File: config.mk
export PLATFORM = sky130hd
export DESIGN_NAME = clk_rst_state_ctrl
export DESIGN_NICKNAME = d
export VERILOG_FILES = /design/src/rtl/clk_rst_state_ctrl.sv
export SDC_FILE = /design/constraint.sdc
export NUM_CORES = 1
export LEC_CHECK = 0
export BUFFER_PORTS_ARGS = -buffer_cell sky130_fd_sc_hd__buf_4
export CORE_MARGIN = 5
export CORE_UTILIZATION = 48
export DETAILED_ROUTE_END_ITERATION = 8
export PLACE_DENSITY = 0.7
export RECOVER_POWER = 50
export SLEW_MARGIN = 20
export SYNTH_ARGS = -nofsm -noshare
export SYNTH_HDL_FRONTEND = slang
export SYNTH_SLANG_ARGS = --single-unit
File: constraint.sdc
create_clock -name clk -period 4 [get_ports clk]
set_clock_uncertainty 0.2 [all_clocks]
set_input_delay 0.4 -clock clk [delete_from_list [all_inputs] [get_ports clk]]
set_output_delay 0.4 -clock clk [all_outputs]
set_load 0.03 [all_outputs]
File: src/rtl/clk_rst_state_ctrl.sv
module clk_rst_state_ctrl #(
  parameter int WAKE_LAT = 4,
  parameter int IDLE_CNT = 2
) (
  input  logic       clk,
  input  logic       rst_n,
  input  logic       cfg_we,
  input  logic [2:0] cfg_state,
  input  logic       req,
  output logic       ack,
  output logic       req_err,
  output logic       clk_en,
  output logic       mod_rst,
  output logic [2:0] stat_state,
  output logic       stat_busy
);

  localparam int MAXC = (WAKE_LAT > IDLE_CNT) ? WAKE_LAT : IDLE_CNT;
  localparam int CW   = $clog2(MAXC + 1);
  localparam logic [2:0] S_RSTOFF = 3'd0;
  localparam logic [2:0] S_RSTON  = 3'd1;
  localparam logic [2:0] S_ON     = 3'd3;
  localparam logic [2:0] S_ASLEEP = 3'd4;
  localparam logic [2:0] S_AWAKE  = 3'd5;

  logic [2:0]    tgt, cur;
  logic          clk_q, rst_q, req_q, pend;
  logic          clk_nx, rst_nx, pend_nx;
  logic [CW-1:0] wcnt, icnt, icnt_nx;
  logic          cur_auto;

  assign cur_auto   = (cur == S_ASLEEP) || (cur == S_AWAKE);
  assign ack        = req && clk_q && !rst_q && (wcnt == '0);
  assign req_err    = req && !req_q && !clk_q && !cur_auto;
  assign clk_en     = clk_q;
  assign mod_rst    = rst_q;
  assign stat_state = cur;
  assign stat_busy  = (cur != tgt) || (clk_q && wcnt != '0) || pend;

  always_comb begin
    clk_nx  = clk_q;
    rst_nx  = rst_q;
    pend_nx = pend;
    icnt_nx = icnt;
    if (cur != tgt) begin
      clk_nx  = (tgt == S_RSTON) || (tgt == S_ON);
      rst_nx  = (tgt <= S_RSTON);
      pend_nx = 1'b0;
      icnt_nx = '0;
    end else if (cur_auto) begin
      if (!clk_q && req) clk_nx = 1'b1;
      if (cur == S_ASLEEP) begin
        if (ack) begin
          pend_nx = 1'b1;
          icnt_nx = CW'(IDLE_CNT);
        end else if (pend && !req) begin
          if (icnt <= CW'(1)) begin
            clk_nx  = 1'b0;
            pend_nx = 1'b0;
            icnt_nx = '0;
          end else begin
            icnt_nx = icnt - CW'(1);
          end
        end
      end
    end
  end

  always_ff @(posedge clk or negedge rst_n) begin
    if (!rst_n) begin
      tgt   <= S_RSTOFF;
      cur   <= S_RSTOFF;
      clk_q <= 1'b0;
      rst_q <= 1'b1;
      req_q <= 1'b0;
      pend  <= 1'b0;
      icnt  <= '0;
      wcnt  <= '0;
    end else begin
      if (cfg_we && cfg_state <= S_AWAKE) tgt <= cfg_state;
      cur   <= tgt;
      clk_q <= clk_nx;
      rst_q <= rst_nx;
      req_q <= req;
      pend  <= pend_nx;
      icnt  <= icnt_nx;
      if (!clk_q && clk_nx)  wcnt <= CW'(WAKE_LAT);
      else if (wcnt != '0)   wcnt <= wcnt - CW'(1);
    end
  end

  AST_ACK_NEEDS_CLK: assert property (@(posedge clk) disable iff (!rst_n)
    ack |-> (clk_en && !mod_rst));
  AST_NO_ACK_ON_WAKE: assert property (@(posedge clk) disable iff (!rst_n)
    $rose(clk_en) |-> !ack);
  AST_ERR_ONE_CYCLE: assert property (@(posedge clk) disable iff (!rst_n)
    req_err |=> !req_err);
  AST_ERR_CLK_OFF: assert property (@(posedge clk) disable iff (!rst_n)
    req_err |-> (!clk_en && !ack));
  AST_AWAKE_KEEPS_CLK: assert property (@(posedge clk) disable iff (!rst_n)
    (stat_state == S_AWAKE && $past(stat_state) == S_AWAKE && $past(clk_en)) |-> clk_en);
  AST_STATIC_MAP: assert property (@(posedge clk) disable iff (!rst_n)
    (!stat_busy && stat_state <= S_ON) |->
      (clk_en == (stat_state == S_RSTON || stat_state == S_ON)) && (mod_rst == (stat_state <= S_RSTON)));
  AST_AUTO_NO_RST: assert property (@(posedge clk) disable iff (!rst_n)
    (stat_state >= S_ASLEEP) |-> !mod_rst);
  AST_CODE_RANGE: assert property (@(posedge clk) disable iff (!rst_n)
    stat_state <= S_AWAKE);

endmodule

==> flow_summary_export.csv, run 1 <==
group,metric,value,unit
place,placement.io_buffers,14,
power,net_sw_power,0.000169,W
setup_path,worst-setup-path-type,"reg -> out",
grt,grt_usage,14.1,%
synthesis,yosys_warnings,0,
synthesis,synth-async-reset-ratio,100,%
timing,worst_slew_margin_rel,45.3,%
clock_network,ctsHtreeMaxLevel,1,
synthesis,synthDominantCellAreaShare,43.4,%
finish,antenna_cells_inserted,0,
power,comb_power_share,35.2,%
timing,rsz0062_at_grt,"false",
route,detailed_route_drc_error_count,0,
synthesis,yosys_most_used_dff,"dfrtp_1",
setup_path,timing.critical_path.to_type,"output port",
clock_network,clkSinkCount,16,
finish,finish.utilization,59.5,%
synthesis,postSynthRegisterBits,16,
worst_hold_path,path_category_of_the_worst_min_delay_check,"in -> reg",
floorplan,die_outline_area,0.00275,sq mm
finish,drive_gt1_share,25.2,%
grt,grt_first_pass_wirelength,2830,microns
synthesis,yosys_cell_types,36,
route,routedWlPerCell,12.3,microns
route,drt_first_pass_iters,4,
grt,grt_start_max_net_pins,17,
route,ant_nets,0,
setup_path,slowest_stage,"or3_1",
setup_path,critPathRequiredTime,3.40,ns
timing,final.setup.worst_slack,1.68,ns
power,static_power_due_to_leakage,0.457,nW
timing,totalNegativeSetupSlack,0,ns
clock_network,clk_pin_slew_worst_paths,0.09,ns
synthesis,post_synth.cell_area_avg,10.2,sq um
power,p_per_area,461,mW/mm^2
floorplan,rows,15,
synthesis,post_synth_inst_count,85,
timing,finalCritPeriodShare,58.1,%
setup_path,crit_arrival,1.72,ns
timing,finalWorstPathRequiredPeriod,2.32,ns
timing,tightestPinTransition,0.821,ns
floorplan,die-width,52.5,microns
power,p_clk_share,18.5,%
place,dp_hpwl,1240,microns
floorplan,die_h,52.5,microns
clock_network,post_cts.resized_instances,0,
synthesis,post-synth-top-count-cell,"dfrtp_1",
finish,finalNetCount,115,
clock_network,tritoncts,"done",
route,vias,679,
power,internal_power,0.000305,W
synthesis,mappedNetlistArea,866,sq um
setup_path,worstPathCellList,"xor2_1 -> or3_1 -> inv_1 -> nand2_1 -> buf_4",
floorplan,ioPinCount,15,
place,routabilityCongestion,0.755,
power,seq_power_share,46.3,%
clock_network,cts-root-to-sink-buffers,2,
place,placement.setup.worst_slack,2.00,ns
synthesis,synth_net_count,96,
timing,report.final.hold_viol_count,0,
synthesis,synth_seq_area_share,46.4,%
timing,worst_hold_slack,0.141,ns
power,vdd.ir_drop.worst,0.300,mV
status,run_status,"complete, no violations",
clock_network,insertion_delay,0.28,ns
grt,first_global_vias,676,
route,drtIter0Drc,15,
power,power.share.switching,35.7,%
synthesis,synth_top_cells_by_area,"dfrtp_1 43%, ha_1 5.8%, nor2_1 3.9%",
route,finalWirelength,1580,microns
timing,final_max_slew_viol_count,0,
floorplan,floorplan.initialDensity,50.1,%
synthesis,synth_top_area_cell,"dfrtp_1",
timing,final-setup-viol-count,0,
setup_path,crit_path_max_fanout,7,
setup_path,critPathMaxStageDelay,0.50,ns
synthesis,synth_commonest_cells,"15 x dfrtp_1, 9 x nor2_1, 7 x inv_1, 7 x nand2_1, 5 x a21oi_1",
clock_network,cts_buffers,3,
setup_path,worstSetupStartpointType,"register",
synthesis,synth_enable_flop_cells,0,
grt,antenna_found_initial,0,
floorplan,core,0.00173,sq mm
timing,max_clock_freq,430,MHz
clock_network,root_buffer_cell,"clkbuf_4",
route,drt-vias-per-instance,5.30,
grt,gr-total-overflow,0,
run,maxCapViolations,0,
finish,layout_area_growth_over_synthesis,18.6,%
## per-stage QoR
stage | std cells | instance area [sq um] | total power, W
6_report | 128 | 1030 | 0.000474
5_1_grt | 128 | 1030 | 0.000513
4_1_cts | 128 | 1030 | 0.000481
3_5_place_dp | 123 | 998 | 0.000391
3_3_place_gp | 123 | 998 | 0.000386
2_1_floorplan | 85 | 866 | 0.000340
## layout by cell type, fill, tap and decap left out, drive strengths merged, types with 2 or more instances in the layout
cell type  count
ha             4
nand2b         2
nor2b          4
xor2           3
inv            7
a21oi          6
or4            3
a2bb2oi        2
nand2          7
o21a           2
buf           12
clkbuf         6
dfrtp         15
nor2           9
## layer usage
| metal | up-vias | track usage (%) | part of all wire, % | wire, microns |
|---|---|---|---|---|
| met3 | 4 | 3.99 | 3.8 | 60 |
| met5 | - | 0 | 0 | 0 |
| met1 | 326 | 18.5 | 50 | 790 |
| met2 | 14 | 21.3 | 44 | 703 |
| met4 | 0 | 6.38 | 1.6 | 26 |
| li1 | 335 | - | - | - |
## layout make-up
cell class	instances	area [sq um]
tap	25	31.3
fill	161	699
clock buffer	4	26.3
timing repair buffer	15	108
sequential	16	402
inverter	7	26.3
multi-input combinational	61	434
## registers in the layout, summed over array words and instances (netlist names)
signal and count:
stat_state 3, tgt 3, wcnt 3, icnt 3
mod_rst 1, req_q 1, clk_en 1, pend 1
## power by group through the flow
stage / logic (W) / clock network [W] / registers [W]
global route: 0.000189 / 0.0000974 / 0.000227
detailed placement: 0.000168 / 0 / 0.000222
global placement: 0.000165 / 0 / 0.000221
floorplan: 0.000105 / 0 / 0.000235
CTS: 0.000170 / 0.0000908 / 0.000219
finish: 0.000167 / 0.0000877 / 0.000219
## worst paths after layout
path | from | depth (start not counted) | slack (ns) | end
max in group asynchronous | rst_n | 2 | 2.57 | icnt[1]
max reg2reg | icnt[0] | 5 | 2.13 | icnt[2]
max | stat_state[1] | 5 | 1.68 | stat_busy
min reg2reg | tgt[1] | 0 | 0.24 | stat_state[1]
min | cfg_state[0] | 2 | 0.14 | tgt[0]
min in group asynchronous | rst_n | 2 | 0.52 | tgt[2]
## repair_timing
item | CTS | global route
hold buffers | 1 | 0
endpoints found under the hold margin | 16 | 0
setup buffers | 0 | 0
setup endpoints to repair | 0 | 0
## critical path, delay by kind of cell (launching register included)
family,cells,cell delay (ns)
xor+xnor,1,0.18
simple gates,2,0.55
buf+inv,2,0.27
flops,1,0.43
## cell families (layout without fill, tap and decap cells)
family,Yosys count,count (layout),synth area share (%)
AND/OR/NAND/NOR,33,33,22.4
AO/OA/AOI/OAI,19,19,16.6
flip-flops,16,16,46.4
buffers and inverters,8,26,3.47
adder cells (fa/ha/maj),4,4,5.78
XOR/XNOR,4,4,4.05
multiplexers,1,1,1.30
Power figures use the tool's default switching activity.
==> run 2: changes to the inputs <==
--- a/config.mk
+++ b/config.mk
@@ -5,6 +5,7 @@
 export SDC_FILE = /design/constraint.sdc
 export NUM_CORES = 1
 export LEC_CHECK = 0
+export ABC_AREA = 1
 export BUFFER_PORTS_ARGS = -buffer_cell sky130_fd_sc_hd__buf_4
 export CORE_MARGIN = 5
 export CORE_UTILIZATION = 48
==> constraint.sdc (replaced) <==
create_clock -name clk -period 2.2 [get_ports clk]
set_clock_uncertainty 0.2 [all_clocks]
set_input_delay 0.22 -clock clk [delete_from_list [all_inputs] [get_ports clk]]
set_output_delay 0.22 -clock clk [all_outputs]
set_load 0.03 [all_outputs]
==> flow_summary_export.csv, run 2 <==
group,metric,value,unit
timing,final-setup-viol-count,0,
setup_path,slowest_stage,"dlygate4sd3_1",
setup_path,critPathMaxStageDelay,0.52,ns
route,drt_first_pass_iters,4,
clock_network,cts-root-to-sink-buffers,2,
setup_path,timing.critical_path.to_type,"output port",
floorplan,ioPinCount,15,
route,met2_length,759,microns
synthesis,yosys_most_used_dff,"dfrtp_1",
timing,worst_slew_margin_rel,40.8,%
power,p_per_area,880,mW/mm^2
power,static_power_due_to_leakage,0.523,nW
setup_path,critical_path.top_delay_family,"buffers and inverters",
setup_path,worst-setup-path-type,"in -> out",
finish,fill_count,162,
grt,grt_usage,14.5,%
floorplan,floorplan.initialDensity,50.2,%
clock_network,cts_buffers,3,
status,run_status,"complete, no violations",
setup_path,worstPathCellList,"dlygate4sd3_1 -> clkbuf_1 -> inv_1 -> nor4_1 -> buf_4",
synthesis,post_synth.cell_area_avg,8.85,sq um
route,routedWlPerCell,11.1,microns
floorplan,core,0.00173,sq mm
floorplan,die-width,52.5,microns
timing,rsz0062_at_grt,"false",
finish,drive_gt1_share,24.2,%
floorplan,die_outline_area,0.00276,sq mm
timing,tightestPinTransition,0.888,ns
route,met3WireLength,95,microns
place,routabilityCongestion,0.882,
place,dp_hpwl,1250,microns
place,placement.io_buffers,14,
route,drtIter0Drc,11,
route,routed.top_layer,"met4",
clock_network,clkSinkCount,16,
timing,totalNegativeSetupSlack,0,ns
floorplan,die_h,52.5,microns
grt,grt_first_pass_wirelength,2890,microns
timing,finalWorstPathRequiredPeriod,1.86,ns
run,maxCapViolations,0,
finish,layout_area_growth_over_synthesis,23.7,%
timing,finalCritPeriodShare,84.4,%
route,ant_nets,0,
place,placement.setup.worst_slack,0.544,ns
clock_network,root_buffer_cell,"clkbuf_4",
finish,most-common-layout-cells,"20 x nand2_1, 15 x dfrtp_1, 14 x inv_1, 12 x buf_4, 7 x o21ai_0",
synthesis,postSynthRegisterBits,16,
finish,fin_area,0.00107,sq mm
grt,antenna_found_initial,0,
setup_path,worstSetupStartpointType,"primary input",
timing,final_max_slew_viol_count,0,
setup_path,crit_path_max_fanout,4,
clock_network,ctsHtreeMaxLevel,1,
finish,finalNetCount,132,
clock_network,insertion_delay,0.29,ns
worst_hold_path,path_category_of_the_worst_min_delay_check,"in -> reg",
place,detailed_place.area,0.00100,sq mm
clock_network,clk_pin_slew_worst_paths,0.09,ns
synthesis,mappedNetlistArea,867,sq um
grt,first_global_vias,691,
finish,layout_commonest_cell,"nand2_1",
setup_path,crit_arrival,1.44,ns
route,drt-vias-per-instance,4.66,
synthesis,synth_enable_flop_cells,0,
route,detailed_route_drc_error_count,0,
finish,antenna_cells_inserted,0,
grt,grt_start_max_net_pins,17,
timing,max_clock_freq,539,MHz
synthesis,post_synth_inst_count,98,
synthesis,synth_top_cells_by_area,"dfrtp_1 43%, nand2_1 8.7%, inv_1 6.1%",
floorplan,rows,15,
timing,final.setup.worst_slack,0.343,ns
synthesis,synth_top_area_cell,"dfrtp_1",
synthesis,synthDominantCellAreaShare,43.3,%
setup_path,critPathRequiredTime,1.78,ns
grt,gr-total-overflow,0,
timing,report.final.hold_viol_count,0,
clock_network,tritoncts,"done",
route,total_routed_wire_length_on_the_met1_layer,746,microns
synthesis,post-synth-top-count-cell,"nand2_1",
setup_path,worst-path-buf-inv,4,
clock_network,post_cts.resized_instances,0,
synthesis,synth-async-reset-ratio,100,%
power,vdd.ir_drop.worst,0.563,mV
route,vias,675,
route,finalWirelength,1610,microns
synthesis,yosys_warnings,0,
synthesis,synth_commonest_cells,"20 x nand2_1, 15 x dfrtp_1, 14 x inv_1, 7 x o21ai_0, 6 x nor2_1",
synthesis,synth_seq_area_share,46.3,%
synthesis,synth_net_count,109,
synthesis,yosys_cell_types,24,
## run 2: cell count changes in the layout (fill, tap and decap cells not counted), moves of 3 or more
cell | previous run | this run
nor2_1 | 9 | 6
o21ai_0 | 1 | 7
nand2_2 | 0 | 3
inv_1 | 7 | 14
nand3_1 | 1 | 4
nand2_1 | 7 | 20
dlygate4sd3_1 | 1 | 4
nor2b_1 | 4 | 0
## run 2: metrics by stage
| stage | util (%) | total power (W) | instances | hold WS, ns |
|---|---|---|---|---|
| global route | 62.1 | 0.00103 | 145 | 0.0172 |
| detailed placement | 58.1 | 0.000754 | 137 | -0.108 |
| CTS | 62.5 | 0.000961 | 145 | 0.00313 |
| global placement | 58.1 | 0.000747 | 137 | -0.111 |
| floorplan | - | 0.000660 | 98 | -0.276 |
| finish | 62.1 | 0.000943 | 145 | 0.00747 |
## run 2: logic make-up (layout without fill, tap and decap cells)
| group | after synthesis | count (layout) | share of synthesized area (%) |
|---|---|---|---|
| AO/OA/AOI/OAI | 14 | 14 | 10.1 |
| XOR/XNOR | 6 | 6 | 6.06 |
| adder cells (fa/ha/maj) | 4 | 4 | 5.77 |
| buffers and inverters | 16 | 38 | 6.93 |
| flip-flops | 16 | 16 | 46.3 |
| multiplexers | 2 | 2 | 2.45 |
| AND/OR/NAND/NOR | 40 | 40 | 22.4 |
## run 2: cell type report
| cell class | instances | area, sq um | share of cell area, % |
|---|---|---|---|
| tap | 25 | 31.3 | 2.92 |
| inverter | 16 | 60.1 | 5.60 |
| timing repair buffer | 18 | 138 | 12.8 |
| clock buffer | 4 | 36.3 | 3.38 |
| sequential | 16 | 402 | 37.5 |
| multi-input combinational | 66 | 405 | 37.8 |
## run 2: power by group
group | internal, W | total, W | switching (W)
combinational | 0.000140 | 0.000356 | 0.000216
clock | 0.000101 | 0.000196 | 0.0000951
sequential | 0.000352 | 0.000391 | 0.0000396
total | 0.000593 | 0.000943 | 0.000351
## run 2: timing repair
item | 4_1_cts | 5_1_grt
buffers inserted | 0 | 0
hold endpoints to repair | 19 | 0
hold buffers | 4 | 0
## run 2: path summary, 6_finish.rpt
check | startpoint | end | slack, ns | depth (start not counted)
hold / removal | cfg_state[1] | tgt[1] | 0.007 | 3
max in group asynchronous | rst_n | icnt[1] | 0.90 | 2
hold reg to reg | tgt[0] | stat_state[0] | 0.25 | 0
setup reg to reg | wcnt[0] | pend | 0.52 | 9
setup / recovery | req | req_err | 0.34 | 5
min in group asynchronous | rst_n | wcnt[2] | 0.36 | 2
## run 2: tightest hold or removal path: cells and delay by family
kind	cells	cell delay, ns
buf+inv	2	0.16
compound gates	1	0.08
## run 2: metal layers
metal  vias to the layer above  track usage (%)
li1                        355                -
met1                       301             16.8
met2                        17             24.6
met3                         2             3.99
met4                         0             6.38
met5                         -                0
